`src/rtl/pim_pkg.sv`:
```
package pim_pkg;

    typedef enum logic [1:0] {
        S_IDLE   = 2'd0,
        S_GRANT  = 2'd1,
        S_ACCEPT = 2'd2,
        S_DONE   = 2'd3
    } pim_state_e;

    localparam int LFSR_W = 16;
    localparam logic [LFSR_W-1:0] LFSR_TAPS = 16'hB400;

    // Odd multiplier keeps every seed nonzero and distinct for k below 65535
    function automatic logic [LFSR_W-1:0] seed_for(input int k);
        seed_for = LFSR_W'((k + 1) * 40503);
    endfunction

endpackage

```
`src/rtl/pim_lfsr.sv`:
```
module pim_lfsr
    import pim_pkg::*;
#(
    parameter logic [LFSR_W-1:0] SEED = 16'h0001
) (
    input  logic              clk,
    input  logic              rst_n,
    output logic [LFSR_W-1:0] q
);

    always_ff @(posedge clk) begin
        if (!rst_n) begin
            q <= SEED;
        end else begin
            q <= (q >> 1) ^ (q[0] ? LFSR_TAPS : '0);
        end
    end

endmodule

```
`src/rtl/pim_pick.sv`:
```
module pim_pick #(
    parameter int N = 16,
    localparam int IDXW = $clog2(N)
) (
    input  logic [N-1:0]    cand,
    input  logic [IDXW-1:0] rot,
    output logic [N-1:0]    sel
);

    logic [N-1:0]    rotd;
    logic [IDXW-1:0] first;
    logic [IDXW:0]   sum;

    // Rotate the candidates right by rot so that position k views candidate k+rot
    always_comb begin
        for (int k = 0; k < N; k++) begin
            int p;
            p = k + int'(rot);
            if (p >= N) p = p - N;
            rotd[k] = cand[p];
        end
    end

    always_comb begin
        first = '0;
        for (int k = N - 1; k >= 0; k--) begin
            if (rotd[k]) first = IDXW'(k);
        end
        sum = {1'b0, first} + {1'b0, rot};
        if (sum >= (IDXW+1)'(N)) sum = sum - (IDXW+1)'(N);
        sel = '0;
        if (|cand) sel[sum[IDXW-1:0]] = 1'b1;
    end

endmodule

```
`src/rtl/pim_sched.sv`:
```
module pim_sched
    import pim_pkg::*;
#(
    parameter int N = 16,
    localparam int IDXW = $clog2(N),
    localparam int ITW  = $clog2(N + 1)
) (
    input  logic                clk,
    input  logic                rst_n,
    input  logic                start,
    input  logic [N*N-1:0]      req_mat,
    input  logic [ITW-1:0]      iter_lim,
    output logic                done,
    output logic [N*IDXW-1:0]   match_idx,
    output logic [N-1:0]        match_vld
);

    pim_state_e state_q, state_d;

    logic [N*N-1:0]           req_q;
    logic [ITW-1:0]           lim_q, it_cnt, lim_eff;
    logic [N-1:0]             in_m, out_m, new_out, any_a;
    logic [N-1:0][IDXW-1:0]   in_idx, idx_a, rot_g, rot_a;
    logic [N-1:0][N-1:0]      gnt_q;     // [output][input]
    logic [N-1:0][N-1:0]      cand_g, sel_g, cand_a, sel_a;
    logic [N-1:0][LFSR_W-1:0] lf_g, lf_a;
    logic                     launch, finish;

    function automatic logic [IDXW-1:0] oh2idx(input logic [N-1:0] oh);
        oh2idx = '0;
        for (int k = 0; k < N; k++) begin
            if (oh[k]) oh2idx = oh2idx | IDXW'(k);
        end
    endfunction

    // Request phase: unpaired inputs ask unpaired outputs they hold cells for
    always_comb begin
        for (int j = 0; j < N; j++) begin
            for (int i = 0; i < N; i++) begin
                cand_g[j][i] = req_q[i*N + j] & ~in_m[i] & ~out_m[j];
                cand_a[i][j] = gnt_q[j][i];
            end
        end
    end

    generate
        for (genvar k = 0; k < N; k++) begin : g_port
            pim_lfsr #(.SEED(seed_for(k))) u_lfsr_g (
                .clk  (clk),
                .rst_n(rst_n),
                .q    (lf_g[k])
            );
            pim_lfsr #(.SEED(seed_for(k + N))) u_lfsr_a (
                .clk  (clk),
                .rst_n(rst_n),
                .q    (lf_a[k])
            );
            assign rot_g[k] = IDXW'(lf_g[k] % LFSR_W'(N));
            assign rot_a[k] = IDXW'(lf_a[k] % LFSR_W'(N));

            // Grant phase chooser for output k
            pim_pick #(.N(N)) u_pick_g (
                .cand(cand_g[k]),
                .rot (rot_g[k]),
                .sel (sel_g[k])
            );
            // Accept phase chooser for input k
            pim_pick #(.N(N)) u_pick_a (
                .cand(cand_a[k]),
                .rot (rot_a[k]),
                .sel (sel_a[k])
            );
            assign any_a[k] = |sel_a[k];
            assign idx_a[k] = oh2idx(sel_a[k]);
        end
    endgenerate

    always_comb begin
        new_out = '0;
        for (int i = 0; i < N; i++) new_out = new_out | sel_a[i];
    end

    always_comb begin
        if (iter_lim == '0)           lim_eff = ITW'(1);
        else if (iter_lim > ITW'(N))  lim_eff = ITW'(N);
        else                          lim_eff = iter_lim;
    end

    assign launch = start && (state_q == S_IDLE || state_q == S_DONE);
    assign finish = (state_q == S_ACCEPT) &&
                    (!(|any_a) || ((it_cnt + ITW'(1)) >= lim_q));

    // Next-state logic
    always_comb begin
        state_d = state_q;
        unique case (state_q)
            S_IDLE:   if (launch) state_d = S_GRANT;
            S_GRANT:  state_d = S_ACCEPT;
            S_ACCEPT: state_d = finish ? S_DONE : S_GRANT;
            S_DONE:   if (launch) state_d = S_GRANT;
        endcase
    end

    // State register
    always_ff @(posedge clk) begin
        if (!rst_n) state_q <= S_IDLE;
        else        state_q <= state_d;
    end

    // Match bookkeeping
    always_ff @(posedge clk) begin
        if (!rst_n) begin
            req_q  <= '0;
            lim_q  <= '0;
            it_cnt <= '0;
            in_m   <= '0;
            out_m  <= '0;
            in_idx <= '0;
            gnt_q  <= '0;
        end else if (launch) begin
            req_q  <= req_mat;
            lim_q  <= lim_eff;
            it_cnt <= '0;
            in_m   <= '0;
            out_m  <= '0;
            in_idx <= '0;
            gnt_q  <= '0;
        end else if (state_q == S_GRANT) begin
            gnt_q <= sel_g;
        end else if (state_q == S_ACCEPT) begin
            it_cnt <= it_cnt + ITW'(1);
            out_m  <= out_m | new_out;
            for (int i = 0; i < N; i++) begin
                if (any_a[i]) begin
                    in_m[i]   <= 1'b1;
                    in_idx[i] <= idx_a[i];
                end
            end
        end
    end

    // Outputs
    always_comb begin
        done      = (state_q == S_DONE);
        match_vld = done ? in_m : '0;
        for (int i = 0; i < N; i++) begin
            match_idx[i*IDXW +: IDXW] = in_idx[i];
        end
    end

endmodule

```
`config.mk`:
```
export PLATFORM = sky130hd
export DESIGN_NAME = pim_sched
export DESIGN_NICKNAME = d
export VERILOG_FILES = /design/src/rtl/pim_pkg.sv /design/src/rtl/pim_lfsr.sv /design/src/rtl/pim_pick.sv /design/src/rtl/pim_sched.sv
export SDC_FILE = /design/constraint.sdc
export NUM_CORES = 2
export LEC_CHECK = 0
export ABC_AREA = 1
export CAP_MARGIN = 30
export CORE_MARGIN = 1.5
export CORE_UTILIZATION = 46
export DETAILED_ROUTE_END_ITERATION = 8
export DONT_BUFFER_PORTS = 1
export GPL_TIMING_DRIVEN = 0
export PLACE_DENSITY = 0.69
export SYNTH_ARGS = -nofsm -noshare
export SYNTH_HDL_FRONTEND = slang
export SYNTH_SLANG_ARGS = --single-unit
```
`constraint.sdc`:
```
create_clock -name clk -period 4.3 [get_ports clk]
set_input_delay 0.215 -clock clk [delete_from_list [all_inputs] [get_ports clk]]
set_output_delay 0.215 -clock clk [all_outputs]
set_load 0.05 [all_outputs]
```
; ---- After elaboration in Yosys (flattened, before gate mapping)
; Cells that the tools add are included.
[totals]
elab_cells = 5935
regBits = 1132
in_bits = 264
output_inout_bits = 81
[op_classes]
add_sub_neg = 1057
mux = 2966
n_lt_le_gt_ge = 1122
bitwise_logic = 594
n_eq_ne = 4
reduce_logical = 107
[op_table]
columns = op, count
row1 = $lt A32 B6 Y1 const B, 512
row2 = $mux W32, 512
row3 = $ge A32 B6 Y1 const B, 480
row4 = $sub A32 B6 Y32 const B, 480
row5 = $mux W4, 672
row6 = $bmux W1 S4, 512
row7 = $add A4 B4 Y5 const A, 256
row8 = $mux W1, 1072
row9 = $mux W16, 65
row10 = $reduce_or A16 Y1, 48
row11 = $add A3 B4 Y5 const A, 128
row12 = $and A1 B1 Y1, 512
row13 = $xor A15 B16 Y16, 32
row14 = $add A2 B4 Y5 const A, 64
row15 = $or A16 B16 Y16, 16
row16 = $reduce_or A256 Y1, 1
row17 = $mux W3, 64
row18 = $sub A4 B5 Y6 const B, 32
row19 = $add A1 B4 Y5 const A, 32
row20 = $add A4 B4 Y5, 32
row21 = $ge A4 B5 Y1 const B, 32
row22 = $ge A5 B5 Y1 const B, 32
row23 = $lt A4 B5 Y1 const B, 32
row24 = $demux W1 S4, 32
row25 = other kinds (20), 200

; ---- Longest topological paths before layout
[logic_depth]
ltp_word = 46
depth_mapped = 38
depth_no_buf = 36

; ---- Modules after synthesis
; A second synthesis with hierarchy kept.
[hier_totals]
hier_cells = 14182
hier_area_um2 = 86498.0
[modules_own_cells]
columns = mod, area_per_inst_um2, seq_area_each_um2, cells_each, instances
row1 = pim_pick (g_port[0].u_pick_a ...), 1402.6, 0.0, 272, 21
row2 = pim_sched, 25390.6, 12411.9, 3679, 1
row3 = pim_pick (g_port[1].u_pick_g ...), 1412.6, 0.0, 272, 11
row4 = pim_lfsr (g_port[10].u_lfsr_g ...), 508.0, 320.3, 56, 4
row5 = pim_lfsr (g_port[11].u_lfsr_g ...), 480.5, 320.3, 56, 4
row6 = pim_lfsr (g_port[3].u_lfsr_a ...), 508.0, 320.3, 57, 3
row7 = pim_lfsr (g_port[1].u_lfsr_g ...), 524.3, 320.3, 57, 2
row8 = pim_lfsr (g_port[4].u_lfsr_a ...), 514.2, 320.3, 56, 2
row9 = pim_lfsr (g_port[0].u_lfsr_g ...), 509.2, 320.3, 56, 2
row10 = pim_lfsr (g_port[10].u_lfsr_a ...), 506.7, 320.3, 56, 2
row11 = pim_lfsr (g_port[15].u_lfsr_g ...), 505.5, 320.3, 56, 2
row12 = pim_lfsr (g_port[0].u_lfsr_a ...), 501.7, 320.3, 56, 2
row13 = pim_lfsr (g_port[2].u_lfsr_a), 520.5, 320.3, 56, 1
row14 = pim_lfsr (g_port[11].u_lfsr_a), 516.7, 320.3, 57, 1
row15 = +7 rows, -, -, -, -

; ---- Worst setup path after synthesis
; No wires, ideal clock.
[synth_path]
path_kind = reg-to-reg
start = register g_port[5].u_lfsr_a.q[1]
end = register out_m[15]
arrival_time_ns = 4.665
path_stages_with_launch = 33
t_required_ns = 4.168
setup_slack_ns = -0.497
setup_ns = 0.132
n_path_buf = 2
period_less_slack_ns = 4.797
cell_sequence = dfxtp_1 -> buf_2 -> clkinv_1 -> ha_1 -> buf_2 -> inv_1 -> nand3_1 -> nand3_1 -> nand2_1 -> o21ai_0 -> inv_1 -> a21boi_0 -> o21ai_0 -> nand2_1 -> nand2_1 -> nand2_1 -> nand2_1 -> nand2_1 -> nand2_1 -> nand2_1 -> nand2_1 -> a21oi_1 -> nor2_1 -> ha_1 -> fa_1 -> xnor2_1 -> clkinv_1 -> nand4_1 -> nand2_1 -> nor2_1 -> nand2_1 -> o21ai_1 -> a21oi_1
[synth_via]
elab_chain_len = 42
elab_cells_between_ends = 149
cone_classes = add/sub: 33 / order compare: 19 / mux: 84 / bitwise: 12 / reduce/logical: 1
[synth_lines]
columns = item, line_no
row1 = from (decl), pim_lfsr.sv:8  ; output logic [LFSR_W-1:0] q
row2 = from (signal assigned), pim_lfsr.sv:15  ; q <= (q >> 1) ^ (q[0] ? LFSR_TAPS : '0);
row3 = $add A4 B4 Y5, pim_pick.sv:18  ; p = k + int'(rot);
row4 = $sub A32 B6 Y32 / $ge A32 B6 Y1 (equally long branches), pim_pick.sv:19  ; if (p >= N) p = p - N;
row5 = $mux W32, pim_pick.sv:19
row6 = $bmux W1 S4, pim_pick.sv:20  ; rotd[k] = cand[p];
row7 = $mux W1 (implied by the code) (2 in series), pim_pick.sv:20
row8 = $mux W4 (16 in series), pim_pick.sv:27  ; if (rotd[k]) first = IDXW'(k);
row9 = $add A4 B4 Y5 *, pim_pick.sv:29  ; sum = {1'b0, first} + {1'b0, rot};
row10 = $sub A4 B1 Y4 / $ge A5 B5 Y1 (equally long branches), pim_pick.sv:30  ; if (sum >= (IDXW+1)'(N)) sum = sum - (IDXW+1)'(N);
row11 = $mux W4 *, pim_pick.sv:30
row12 = $lt A4 B5 Y1 (implied by the code) / $ge A4 B1 Y1 (equally long branches), pim_pick.sv:32  ; if (|cand) sel[sum[IDXW-1:0]] = 1'b1;
row13 = $logic_and A1 B1 Y1 (implied by the code), pim_pick.sv:32
row14 = $mux W1 (implied by the code), pim_pick.sv:32
row15 = $demux W1 S4 *, -
row16 = $mux W16 *, pim_pick.sv:32
row17 = $or A16 B16 Y16 * (11 in series), pim_sched.sv:80  ; for (int i = 0; i < N; i++) new_out = new_out | sel_a[i];
row18 = $or A16 B16 Y16 *, pim_sched.sv:132  ; out_m <= out_m | new_out;
row19 = to (signal assigned), pim_sched.sv:132
row20 = to (decl), pim_sched.sv:22  ; logic [N-1:0] in_m, out_m, new_out, any_a;
; Mark *: on every way between the ends. The rest lies on a longest branch, timed or not. The select of a mux whose other input is x is not followed.
; A chain may end at the register's enable or synchronous reset.

; ---- Final worst setup path
[layout_path]
start = register g_port[10].u_lfsr_a.q[0]
end = register out_m[8]
[layout_via]
elab_chain_len = 37
elab_cells_between_ends = 144
cone_classes = add/sub: 33 / order compare: 19 / mux: 84 / bitwise: 7 / reduce/logical: 1
[layout_lines]
columns = item, line_no
row1 = from (decl), pim_lfsr.sv:8
row2 = from (signal assigned), pim_lfsr.sv:15
row3 = $add A4 B4 Y5, pim_pick.sv:18
row4 = $sub A32 B6 Y32 / $ge A32 B6 Y1 (equally long branches), pim_pick.sv:19
row5 = $mux W32, pim_pick.sv:19
row6 = $bmux W1 S4, pim_pick.sv:20
row7 = $mux W1 (implied by the code) (2 in series), pim_pick.sv:20
row8 = $mux W4 (16 in series), pim_pick.sv:27
row9 = $add A4 B4 Y5 *, pim_pick.sv:29
row10 = $sub A4 B1 Y4 / $ge A5 B5 Y1 (equally long branches), pim_pick.sv:30
row11 = $mux W4 *, pim_pick.sv:30
row12 = $lt A4 B5 Y1 (implied by the code) / $ge A4 B1 Y1 (equally long branches), pim_pick.sv:32
row13 = $logic_and A1 B1 Y1 (implied by the code), pim_pick.sv:32
row14 = $mux W1 (implied by the code), pim_pick.sv:32
row15 = $demux W1 S4 *, -
row16 = $mux W16 *, pim_pick.sv:32
row17 = $or A16 B16 Y16 * (6 in series), pim_sched.sv:80
row18 = $or A16 B16 Y16 *, pim_sched.sv:132
; Marks and branches as above.

==> impl_metrics.yaml <==
detailed_routing:
  wl_per_cell_um: 25.3
  drtPass1Iterations: 9
  vias: 106000
  wirelength_mm: 443
  viasPerCell: 6.02
  ant_nets: 0
  drtIter0Drc: 14600
  drc: 26
worst_setup_path:
  timing.rr.start: "g_port[10].u_lfsr_a.q[0]"
  cp_top_family: "simple AND/OR/NAND/NOR gates"
  crit_top_cell: "nand2_1"
  critPathSlowestCell: "fa_2"
  critPathLaunchType: "flip-flop"
  r2r-end: "out_m[8]"
  regToRegSetupSlack_ns: -0.48
  timing.critical_path.buf_inv: 3
  path_class: "flip-flop to flip-flop"
  startpoint: "g_port[10].u_lfsr_a.q[0]"
  path_depth: 30
  endpoint_kind: "flip-flop"
  worstPathRequired_ns: 4.97
  cp_max_fo: 10
  worstRegToRegCells: 30
  endpoint: "out_m[8]"
  crit_arrival_ns: 5.45
  critPathMaxStageDelay_ns: 0.66
synthesis:
  ys_seq_area_share_pct: 26.8
  synth_area_leaders: "dfxtp_1, nand2_1, nand3_1"
  ys_seq_elements: 1132
  netlist_instances: 13900
  synth_largest_area_cell: "dfxtp_1"
  yosysWarnings: 0
  avgSynthCellArea_um2: 6.07
  syn_area_mm2: 0.0844
  async_flop_share_pct: 0
  synth_top_area_share_pct: 26.8
  synth_cell_types: 53
  synth_ff_type: "dfxtp_1"
  syn-num-nets: 14500
  synth_edf_count: 0
clocking:
  cts_buffers: 130
  cts_tree: "done"
  cts_sinks: 1132
  cts_buffer_depth: 3
  htree_levels: 4
  cts.clk_slew.worst_paths_ns: 0.07
  clock_latency_ns: 0.85
  clock-root-buffer: "clkbuf_16"
place:
  gp_congestion: 1.10
  post-dp-hpwl_mm: 334
  io_buffers: 0
  place_area_mm2: 0.0885
global_route:
  grt_max_degree: 17
  antenna_found_initial: 34
  grtUsageTotal_pct: 44.7
  grt_pass1_wl_mm: 613
  grt_pass1_vias: 91400
  grt-ovfl-total: 0
floorplanning:
  fp.dieW_um: 431
  dieArea_mm2: 0.186
  row_count: 157
  start_util_pct: 46.2
  core_mm2: 0.183
  fp.dieH_um: 431
  ios: 345
power:
  peakVddDrop_mv: 0.589
  power_density_mw_per_mm2: 550
  total_power_w: 0.0622
  p_leak_nw: 52.5
run_status:
  status: "finished with violations"
  violations: "DRC, setup timing"
sta:
  holdWs_ns: 0.0673
  maxSlewHeadroom_pct: 10.3
  grt_setup_unrepaired: "yes"
  finalCritPeriodShare_pct: 111
  tightest_slew_ns: 1.35
  fmax_ghz: 0.209
  finalSetupTns_ns: -5.08
  clock_skew_ns: 0.0480
  finalMaxSlewViolations: 0
  fin_ws_ns: -0.482
  period_needed_ns: 4.78
  hold_viol: 0
  setup_viol: 25
job:
  max-cap-violations: 0
hold_path:
  hold_path_class: "primary input to flip-flop"
final_layout:
  layout-drive-gt1-share_pct: 21.6
  syn_to_final_growth_pct: 34.0
  finalInstanceArea_mm2: 0.113
  fin_nets: 15600
## cell type report
class,count,area [um^2]
Sequential cell,1132,23000
Inverter,1262,5500
Clock inverter,67,1000
Antenna cell,32,80.1
Buffer,525,4260
Fill cell,16800,69600
Clock buffer,166,3640
Timing Repair Buffer,1004,9350
Multi-Input combinational cell,11000,63200
Tap cell,2385,2980
## worst min path at each step
stage,end,slack [ns],from,depth (start not counted)
after CTS,req_q[28],0.06,req_mat[28],3
after global placement,req_q[89],0.38,req_mat[89],2
after detailed placement,req_q[28],0.39,req_mat[28],2
after global routing,req_q[68],0.09,req_mat[68],3
after floorplan,lim_q[0],0.38,iter_lim[0],2
final,req_q[151],0.07,req_mat[151],3
## flip-flops by register name (all words and copies together) (netlist names)
register	count
lim_q	5
match_idx	64
g_port.u_lfsr_a.q	256
req_q	256
state_q	2
out_m	16
g_port.u_lfsr_g.q	256
cand_a	256
it_cnt	5
in_m	16
## where the power goes
part | total (W) | internal (W) | switching [W] | leakage, nW
clock network | 0.0122 | 0.00693 | 0.00531 | 2.26
registers | 0.0138 | 0.0118 | 0.00197 | 9.36
logic | 0.0362 | 0.0118 | 0.0244 | 40.8
total | 0.0622 | 0.0305 | 0.0317 | 52.5
## cell usage after synthesis, drive strengths merged, types with 4 or more instances
cell type,instances
dfxtp,1132
xnor2,158
a311oi,4
o21ai,728
nor3,23
buf,270
nor2,1412
clkbuf,284
a211oi,10
or2,171
xor2,185
mux2i,13
clkinv,25
nand3,2418
inv,1237
o211ai,4
nand4,398
ha,330
fa,32
nand3b,27
a21boi,46
and2,36
a31oi,113
a21oi,580
nand2,4064
o21a,20
nor4,175
## routing by layer
metal,part of all wire (%),track usage [%],vias to the layer above
li1,-,-,48100
met1,37,55.0,48500
met2,40,63.3,6967
met3,13,14.5,1888
met4,11,36.4,24
met5,0.11,0.234,-
## tightest hold or removal path, stage by stage
cell and delay [ns]:
dlygate4sd3_1 0.52, o21ai_0 0.08, nor2_1 0.07
## logic make-up after synthesis
| group | share of synthesized area, % |
|---|---|
| AOI/OAI and AO/OA | 9.49 |
| xor gates and xnor gates | 3.67 |
| adders and majority gates | 5.65 |
| buffers and inverters | 8.73 |
| DFF | 26.8 |
| muxes | 0.154 |
| and+or+nand+nor | 45.5 |
## what timing repair did
action	4_1_cts	5_1_grt
cloned	3	8
buffers inserted	311	335
endpoints found under the setup margin	321	284
hold buffers	266	0
pin swaps	276	481
resized for setup	1534	1458
hold endpoints to repair	263	0
## per-stage QoR
step / util, % / setup slack, ns / instances
floorplan: - / 0.00176 / 13900
global placement: 47.9 / -2.53 / 16300
detailed placement: 48.5 / -2.37 / 16400
CTS: 56.9 / -0.264 / 17100
global route: 61.9 / -0.513 / 17500
finish: 61.9 / -0.482 / 17500
## layout by cell type (no fill, tap or decap), types with 140 or more instances in the layout
cell and n:
nand2_1 3838, nand3_1 2059, nor2_1 1122, inv_1 1024, dfxtp_1 1020, buf_4 630, o21ai_0 550, a21oi_1 499
nand4_1 398, nand3_2 308, dlygate4sd3_1 266, clkbuf_1 225, ha_1 204, nand2_2 189, nor2_2 171, or2_2 165
clkbuf_16 140
Power figures use the tool's default switching activity.
